===== src/rtl/tva_pkg.sv =====
package tva_pkg;

  // pixel-size codes carried in address bits [28:27]
  typedef enum logic [1:0] {
    PIX8   = 2'd0,
    PIX16  = 2'd1,
    PIX32  = 2'd2,
    PIXPG  = 2'd3
  } pix_fmt_e;

  localparam int unsigned ADDR_W     = 32;
  localparam int unsigned OFF_FIELD  = 27;
  localparam int unsigned N_TILED    = 3;

  // per-size axis shifts
  function automatic int unsigned shift_x(input int unsigned fmt);
    return (fmt == 2) ? 1 : 0;
  endfunction

  function automatic int unsigned shift_y(input int unsigned fmt);
    return (fmt >= 1) ? 1 : 0;
  endfunction

  typedef struct packed {
    logic        ok;
    logic [31:0] addr;
    logic [31:0] stride;
  } tva_res_t;

endpackage


===== src/rtl/tva_lane.sv =====
module tva_lane
  import tva_pkg::*;
#(
  parameter int unsigned FMT     = 0,
  parameter int unsigned CW_BITS = 14,
  parameter int unsigned CH_BITS = 13,
  parameter int unsigned COORD_W = 16
) (
  input  logic [COORD_W-1:0]       x,
  input  logic [COORD_W-1:0]       y,
  input  logic [2:0]               orient,
  output logic                     in_range,
  output logic [OFF_FIELD-1:0]     offset,
  output logic [31:0]              stride
);

  localparam int unsigned SX   = shift_x(FMT);
  localparam int unsigned SY   = shift_y(FMT);
  localparam int unsigned XB   = CW_BITS - SX;
  localparam int unsigned YB   = CH_BITS - SY;
  localparam int unsigned SH   = SX + SY;
  localparam int unsigned PK_W = XB + YB;
  localparam longint unsigned XMAX = (64'd1 << XB) - 64'd1;
  localparam longint unsigned YMAX = (64'd1 << YB) - 64'd1;

  logic [XB-1:0]   x_m;
  logic [YB-1:0]   y_m;
  logic [PK_W-1:0] packed_off;
  logic            x_ok, y_ok;

  // range check on the full coordinate width
  always_comb begin
    x_ok     = (64'(x) <= XMAX);
    y_ok     = (64'(y) <= YMAX);
    in_range = x_ok && y_ok;
  end

  // per-axis mirror by XOR with the full field mask
  always_comb begin
    x_m = x[XB-1:0] ^ (orient[1] ? {XB{1'b1}} : {XB{1'b0}});
    y_m = y[YB-1:0] ^ (orient[0] ? {YB{1'b1}} : {YB{1'b0}});
  end

  // axis swap and packing
  always_comb begin
    if (orient[2]) packed_off = {x_m, y_m};
    else           packed_off = {y_m, x_m};
  end

  // pixel-size scaling
  generate
    if (SH == 0) begin : g_noshift
      assign offset = OFF_FIELD'(packed_off);
    end else begin : g_shift
      assign offset = OFF_FIELD'({packed_off, {SH{1'b0}}});
    end
  endgenerate

  // row stride of the view
  always_comb begin
    if (orient[2]) stride = 32'd1 << (CH_BITS + SX);
    else           stride = 32'd1 << (CW_BITS + SY);
  end

endmodule


===== src/rtl/tva_out_reg.sv =====
module tva_out_reg
  import tva_pkg::*;
(
  input  logic        clk,
  input  logic        rst_n,
  input  logic        en,
  input  tva_res_t    res,
  output logic        out_valid,
  output logic        out_err,
  output logic [31:0] out_addr,
  output logic [31:0] out_stride
);

  logic        valid_d, err_d;
  logic [31:0] addr_d, stride_d;

  // next-state
  always_comb begin
    valid_d  = en &&  res.ok;
    err_d    = en && !res.ok;
    addr_d   = out_addr;
    stride_d = out_stride;
    if (en) begin
      addr_d   = res.ok ? res.addr   : 32'd0;
      stride_d = res.ok ? res.stride : 32'd0;
    end
  end

  // registers
  always_ff @(posedge clk or negedge rst_n) begin
    if (!rst_n) begin
      out_valid  <= 1'b0;
      out_err    <= 1'b0;
      out_addr   <= 32'd0;
      out_stride <= 32'd0;
    end else begin
      out_valid  <= valid_d;
      out_err    <= err_d;
      out_addr   <= addr_d;
      out_stride <= stride_d;
    end
  end

  AST_ACCEPT_REJECT_EXCL: assert property (@(posedge clk) disable iff (!rst_n)
    !(out_valid && out_err));

  AST_REJECT_ZEROES: assert property (@(posedge clk) disable iff (!rst_n)
    out_err |-> (out_addr == 32'd0 && out_stride == 32'd0));

  AST_HOLD_IDLE: assert property (@(posedge clk) disable iff (!rst_n)
    !en |=> ($stable(out_addr) && $stable(out_stride)));

endmodule


===== src/rtl/tva_addr_gen.sv =====
module tva_addr_gen
  import tva_pkg::*;
#(
  parameter int unsigned CW_BITS = 14,
  parameter int unsigned CH_BITS = 13,
  parameter int unsigned COORD_W = 16
) (
  input  logic               clk,
  input  logic               rst_n,
  input  logic               in_valid,
  input  logic [1:0]         in_fmt,
  input  logic [2:0]         in_orient,
  input  logic [COORD_W-1:0] in_x,
  input  logic [COORD_W-1:0] in_y,
  output logic               out_valid,
  output logic               out_err,
  output logic [31:0]        out_addr,
  output logic [31:0]        out_stride
);

  logic [1:0] rst_sync;
  logic       rst_q_n;

  // asynchronous assertion, synchronous release
  always_ff @(posedge clk or negedge rst_n) begin
    if (!rst_n) rst_sync <= 2'b00;
    else        rst_sync <= {rst_sync[0], 1'b1};
  end
  assign rst_q_n = rst_sync[1];

  logic                 lane_ok     [N_TILED];
  logic [OFF_FIELD-1:0] lane_off    [N_TILED];
  logic [31:0]          lane_stride [N_TILED];

  for (genvar f = 0; f < N_TILED; f++) begin : g_lane
    tva_lane #(
      .FMT     (f),
      .CW_BITS (CW_BITS),
      .CH_BITS (CH_BITS),
      .COORD_W (COORD_W)
    ) lane_i (
      .x        (in_x),
      .y        (in_y),
      .orient   (in_orient),
      .in_range (lane_ok[f]),
      .offset   (lane_off[f]),
      .stride   (lane_stride[f])
    );
  end

  tva_res_t res;

  always_comb begin
    res = '0;
    if (in_fmt != PIXPG) begin
      res.ok     = lane_ok[in_fmt];
      res.addr   = {in_orient, in_fmt, lane_off[in_fmt]};
      res.stride = lane_stride[in_fmt];
    end
  end

  tva_out_reg oreg_i (
    .clk        (clk),
    .rst_n      (rst_q_n),
    .en         (in_valid),
    .res        (res),
    .out_valid  (out_valid),
    .out_err    (out_err),
    .out_addr   (out_addr),
    .out_stride (out_stride)
  );

  AST_ONE_CYCLE: assert property (@(posedge clk) disable iff (!rst_q_n)
    in_valid |=> (out_valid || out_err));

  AST_IDLE_QUIET: assert property (@(posedge clk) disable iff (!rst_q_n)
    !in_valid |=> (!out_valid && !out_err));

  AST_FIELDS: assert property (@(posedge clk) disable iff (!rst_q_n)
    in_valid |=> (!out_valid ||
      (out_addr[31:29] == $past(in_orient) && out_addr[28:27] == $past(in_fmt))));

  AST_PIX_ALIGN: assert property (@(posedge clk) disable iff (!rst_q_n)
    out_valid |-> !((out_addr[28:27] != 2'd0) && out_addr[0])
               && !((out_addr[28:27] == 2'd2) && out_addr[1]));

  AST_PAGE_REFUSED: assert property (@(posedge clk) disable iff (!rst_q_n)
    (in_valid && in_fmt == 2'd3) |=> (out_err && out_addr == 32'd0));

  AST_RESET_QUIET: assert property (@(posedge clk)
    !rst_q_n |-> (!out_valid && !out_err && out_addr == 32'd0));

endmodule


===== config.mk =====
export PLATFORM = sky130hd
export DESIGN_NAME = tva_addr_gen
export DESIGN_NICKNAME = d
export VERILOG_FILES = /design/src/rtl/tva_pkg.sv /design/src/rtl/tva_lane.sv /design/src/rtl/tva_out_reg.sv /design/src/rtl/tva_addr_gen.sv
export SDC_FILE = /design/constraint.sdc
export NUM_CORES = 1
export LEC_CHECK = 0
export CAP_MARGIN = 5
export CORE_UTILIZATION = 50
export CTS_CLUSTER_DIAMETER = 200
export DETAILED_ROUTE_END_ITERATION = 16
export GPL_ROUTABILITY_DRIVEN = 0
export HOLD_SLACK_MARGIN = 0.12
export PLACE_DENSITY_LB_ADDON = 0.25
export SLEW_MARGIN = 15
export SYNTH_ARGS = -nofsm -noshare
export SYNTH_HDL_FRONTEND = slang
export SYNTH_SLANG_ARGS = --single-unit

===== constraint.sdc =====
create_clock -name clk -period 2.68 [get_ports clk]
set_input_delay 0.536 -clock clk [delete_from_list [all_inputs] [get_ports clk]]
set_output_delay 0.536 -clock clk [all_outputs]
set_load 0.005 [all_outputs]

# Yosys cells after proc, flatten, opt, wreduce, memory -nomap -nowiden
# Index checks and enable logic that the tools add are counted.
[op_classes] n_bitwise=5 n_lt_le_gt_ge=5 reduce_logical=6 mux=22 eq_ne=1
[op_table] cell="two-way mux 32 bit" count=4
[op_table] cell="two-way mux 27 bit" count=3
[op_table] cell="two-way mux 65 bit" count=1
[op_table] cell="binary-select mux 32 bit (select 2 bit)" count=1
[op_table] cell="binary-select mux 27 bit (select 2 bit)" count=1
[op_table] cell="<= comparator 16 x 13 -> 1 bit (second input constant)" count=2
[op_table] cell="two-way mux 16 bit" count=2
[op_table] cell="two-way mux 13 bit" count=2
[op_table] cell="two-way mux 26 bit" count=1
[op_table] cell="XOR 13 bit" count=2
[op_table] cell="two-way mux 25 bit" count=1
[op_table] cell="<= comparator 16 x 12 -> 1 bit (second input constant)" count=1
[op_table] cell="<= comparator 16 x 14 -> 1 bit (second input constant)" count=1
[op_table] cell="two-way mux 15 bit" count=1
[op_table] cell="two-way mux 14 bit" count=1
[op_table] cell="XOR 14 bit" count=1
[op_table] cell="two-way mux 12 bit" count=1
[op_table] cell="XOR 12 bit" count=1
[op_table] cell="logical AND 1 bit" count=5
[op_table] cell="greater-or-equal comparator 3 bit (second input constant)" count=1
[op_table] cell="NOT 2 -> 3 bit" count=1
[op_table] cell="binary-select mux 1 bit (select 2 bit)" count=1
[op_table] cell="two-way mux 1 bit" count=2
[op_table] cell="inequality test 2 bit (second input constant)" count=1
[op_table] cell="zero test 1 bit" count=1
[word_totals] reg_bits=68 out_inout_bits=66

# Longest topological paths before layout
[logic_depth] ltp_word=9 mapped_depth=7

# By module
# A second synthesis with hierarchy kept.
[hier_totals] hier_cells=712 hier_area_um2=6650.1
[modules_own_cells] module="tva_out_reg" instances=1 area_per_inst_um2=2693.8 cells_per_inst=275 seq_area_each_um2=1651.6
[modules_own_cells] module="tva_addr_gen" instances=1 area_per_inst_um2=1463.9 cells_per_inst=150 seq_area_each_um2=50.0
[modules_own_cells] module="tva_lane at g_lane[0].lane_i" instances=1 area_per_inst_um2=853.3 cells_per_inst=97 seq_area_each_um2=0.0
[modules_own_cells] module="tva_lane at g_lane[1].lane_i" instances=1 area_per_inst_um2=835.8 cells_per_inst=96 seq_area_each_um2=0.0
[modules_own_cells] module="tva_lane at g_lane[2].lane_i" instances=1 area_per_inst_um2=803.3 cells_per_inst=94 seq_area_each_um2=0.0

# Least setup slack after synthesis
# No wires, ideal clock.
[synth_path] kind="input port to flip-flop" startpoint="input in_orient[1]" endpoint="register oreg_i.out_addr[8]" arrival_ns=1.476 path_slack_ns=1.071 path_stages=5 cell_sequence="buf_6 -> xor2_1 -> mux4_2 -> nand2_1 -> o211ai_1"
[synth_between] elab_chain_len=8 word_cells_on_any_way=12 classes_between="mux: 10; bitwise: 2"
[synth_lines] item="from (decl)" line_no="tva_addr_gen.sv:12" text="input logic [2:0] in_orient,"
[synth_lines] item="two-way mux 13 bit or two-way mux 14 bit (tied branches)" line_no="tva_lane.sv:40" text="x_m = x[XB-1:0] ^ (orient[1] ? {XB{1'b1}} : {XB{1'b0}});"
[synth_lines] item="XOR 13 bit or XOR 14 bit (tied branches)" line_no="tva_lane.sv:40"
[synth_lines] item="two-way mux 25 bit (tied with other cells)" line_no="tva_lane.sv:46" text="if (orient[2]) packed_off = {x_m, y_m};"
[synth_lines] item="binary-select mux 27 bit (select 2 bit) (*)" line_no="tva_addr_gen.sv:57" text="res.addr = {in_orient, in_fmt, lane_off[in_fmt]};"
[synth_lines] item="two-way mux 27 bit (not written as such) (*) (2 in a row)" line_no="tva_addr_gen.sv:57"
[synth_lines] item="two-way mux 65 bit (*)" line_no="tva_addr_gen.sv:55" text="if (in_fmt != PIXPG) begin"
[synth_lines] item="two-way mux 32 bit (*)" line_no="tva_out_reg.sv:24" text="addr_d = res.ok ? res.addr : 32'd0;"
[synth_lines] item="to (signal assigned)" line_no="tva_out_reg.sv:39" text="out_addr <= addr_d;"
[synth_lines] item="to (decl)" line_no="tva_out_reg.sv:10" text="output logic [31:0] out_addr,"
# Every way passes the cells marked *; elsewhere a longest branch is shown, timed or not. The select of a mux whose other input is x is not followed.
# A chain may end at the register's enable or synchronous reset.

# Final worst setup path
[layout_path] startpoint="input in_y[12]" endpoint="register oreg_i.out_addr[22]"
[layout_between] elab_chain_len=7 word_cells_on_any_way=10 classes_between="order compare: 2; mux: 5; reduce/logical: 3"
[layout_lines] item="from (decl)" line_no="tva_addr_gen.sv:14" text="input logic [COORD_W-1:0] in_y,"
[layout_lines] item="<= comparator 16 x 12 -> 1 bit or <= comparator 16 x 13 -> 1 bit (tied branches)" line_no="tva_lane.sv:34" text="y_ok = (64'(y) <= YMAX);"
[layout_lines] item="logical AND 1 bit" line_no="tva_lane.sv:35" text="in_range = x_ok && y_ok;"
[layout_lines] item="binary-select mux 1 bit (select 2 bit) (*)" line_no="tva_addr_gen.sv:56" text="res.ok = lane_ok[in_fmt];"
[layout_lines] item="two-way mux 1 bit (not written as such) (*) (2 in a row)" line_no="tva_addr_gen.sv:56"
[layout_lines] item="two-way mux 65 bit (*)" line_no="tva_addr_gen.sv:55"
[layout_lines] item="two-way mux 32 bit (*)" line_no="tva_out_reg.sv:24"
# Marked as above.

==> reports/results.tsv <==
metric	value	unit
Power per Cell Area	359	mW/mm²
largest net degree at the start of global routing	38	
outcome	complete, no violations	
clock slew at reported path FFs	80	ps
Setup crit start kind	input port	
period utilization	79.1	%
post-DP HPWL	5940	µm
Sw Share	30.9	%
synth top area cells	dfrtp_1, xor2_1, mux2i_1	
area leader, netlist	dfrtp_1	
Final Critical Period	2120	ps
required time worst endpoint	2880	ps
Lkg Pwr	1.76	nW
met2 routed WL	3800	µm
worst skew pair latency	300	ps
CP Max Fanout	8	
FF-to-FF setup slack	1840	ps
Netlist Area Pre-Place	0.00315	mm²
DR WL/cell	15.8	µm
port bufs	76	
layout overhead on the synthesized area	24.0	%
flops & latches, synth	39	
CP max-delay cell	clkdlybuf4s50_1	
core area	0.00599	mm²
Hold WC Path Type	reg -> async	
Setup violations, final	0	
commonest non-fill, non-tap cell in the layout	clkdlybuf4s50_1	
RSZ-0062 raised after global routing	no	
Via Count	2813	
number of enable flip-flop cells after synthesis	0	
drt total wl	7940	µm
internal power	0.000971	W
CTS Hold Bufs	0	
final hold vios	0	
worst slew pin tran	574	ps
DRT iter0 DRCs	306	
post-route ant nets	0	
reg2reg end	oreg_i.out_addr[23]	
worst-path cell chain	clkdlybuf4s50_1 -> nor3_1 -> o2111ai_2 -> nor2_1 -> a22oi_1 -> o21ai_0	
Starting Density	52.7	%
Pre-Repair DR Iteration Count	5	
num ports	106	
CTS Buffer Depth	2	
CP endpoint kind	flip-flop	
Global Route Usage Sum	25.7	%
area of the die	0.00663	mm²
Metal-1 WL	3450	µm
Sw Pwr	0.000434	W
total negative slack	0	ps
Seq/Total Area, Yosys	30.9	%
async set-reset flop share out of synthesis	100	%
yosys warns	0	
Post-Synthesis Cells	358	
Row Count	28	
Synth cell types	49	
Die H	81.4	µm
critical path's top delay family	simple AND/OR/NAND/NOR gates	
RR Startpoint	oreg_i.out_addr[23]	
sequential power share	42.5	%
vias per cell	5.60	
Inserted Clock Buffers	5	
Arr. time, crit path	2320	ps
Sink Count	39	
vias in the first global route	2567	
Post-route DRC	0	
met3 wire len	545	µm
delay of the slowest critical-path stage	530	ps
postcts setup bufs	0	
critical path buffer and inverter count	1	
Post-CTS Resized	0	
clk_skew	10.6	ps
Final #Nets	467	
max frequency	0.472	GHz
Worst VDD drop	230	µV
placed insts	495	
global-route wire length before repair	12800	µm
reg2reg path depth	2	
CP Class	in -> reg	
antenna violations before repair	0	
H-tree lvl count	2	
syn_area_per_cell	8.81	µm²
uppermost routed layer	met4	
Slew Viols, Final	0	
Die W	81.4	µm
total gr overflow	0	
layout cells sized above 1	7.73	%
ANT cells	0	
Clk network pwr share	28.7	%
most frequent cells in the layout	clkdlybuf4s50_1, nand2_1, dfrtp_1	
Post-synth top flop	dfrtp_1	
combinational power share	28.8	%
top cell type's share of synthesized area	30.9	%
Max-slew headroom	61.6	%
root buffer cell	clkbuf_8	
max_cap viols	0	
Layout Cells excl Fill	502	
CTS tree	yes	
## stage by stage
step	hold slack [ps]	instance area (µm²)	utilization [%]	power, W	setup slack [ps]
floorplan	240	3260	-	0.000903	1070
global placement	304	3820	63.8	0.00100	325
detailed placement	303	3820	63.8	0.00101	289
CTS	298	3910	65.3	0.00141	590
global route	340	3910	65.3	0.00148	451
finish	273	3910	65.3	0.00141	560
## kinds of logic after synthesis
family	count (synthesis)	share of synthesized area, %
flops	39	30.9
compound gates	93	20.2
simple gates	90	13.3
other cells	2	0.238
buf+inv	64	13.8
mux	27	9.04
xor+xnor	43	12.4
## cell type report
class	count	area, µm²
Timing Repair Buffer	89	873
Clock buffer	6	82.6
Multi-Input combinational cell	283	1850
Tap cell	75	93.8
Fill cell	496	2080
Sequential cell	39	976
Inverter	9	33.8
Clock inverter	1	5.00
## flip-flops by register name (all words and copies together) (netlist names)
| register | cells |
|---|---|
| oreg_i.out_valid | 1 |
| oreg_i.out_err | 1 |
| rst_sync | 2 |
| oreg_i.out_stride | 3 |
| oreg_i.out_addr | 32 |
## worst max path at each step
| stage | from | endpoint | slack (ps) | cells past startpoint |
|---|---|---|---|---|
| after global placement | in_y[12] | oreg_i.out_addr[22] | 320 | 6 |
| after global routing | in_y[12] | oreg_i.out_addr[22] | 450 | 6 |
| final | in_y[12] | oreg_i.out_addr[22] | 560 | 6 |
| after floorplan | in_orient[1] | oreg_i.out_addr[8] | 1070 | 5 |
| after CTS | in_y[12] | oreg_i.out_addr[22] | 590 | 6 |
| after detailed placement | in_fmt[1] | oreg_i.out_addr[22] | 290 | 6 |
## Yosys cell counts (all sizes together), types with 2 or more instances
library cell,n
buf,50
nand2,40
dfrtp,39
xor2,34
o21ai,30
nor2,26
mux2i,24
a21oi,14
a22oi,11
inv,9
xnor2,9
nor3,7
o2bb2ai,7
a22o,6
clkbuf,5
a221oi,4
nor2b,4
o211ai,4
nand2b,3
a211o,2
a21o,2
a2bb2oi,2
a31oi,2
conb,2
mux2,2
nand3,2
nand4,2
nor4,2
o22ai,2
o32ai,2
## power groups by stage
stage | Clock (W) | Sequential, W | Combinational, W
2_1_floorplan | 0 | 0.000616 | 0.000287
3_3_place_gp | 0 | 0.000609 | 0.000394
3_5_place_dp | 0 | 0.000609 | 0.000399
4_1_cts | 0.000409 | 0.000597 | 0.000401
5_1_grt | 0.000439 | 0.000598 | 0.000446
6_report | 0.000403 | 0.000597 | 0.000405
## layer usage
layer / track usage [%] / up-vias
li1: - / 1323
met1: 34.9 / 1340
met2: 41.3 / 133
met3: 4.33 / 17
met4: 8.04 / 0
met5: 0 / -
No activity file was read; power rests on OpenSTA's default activity.
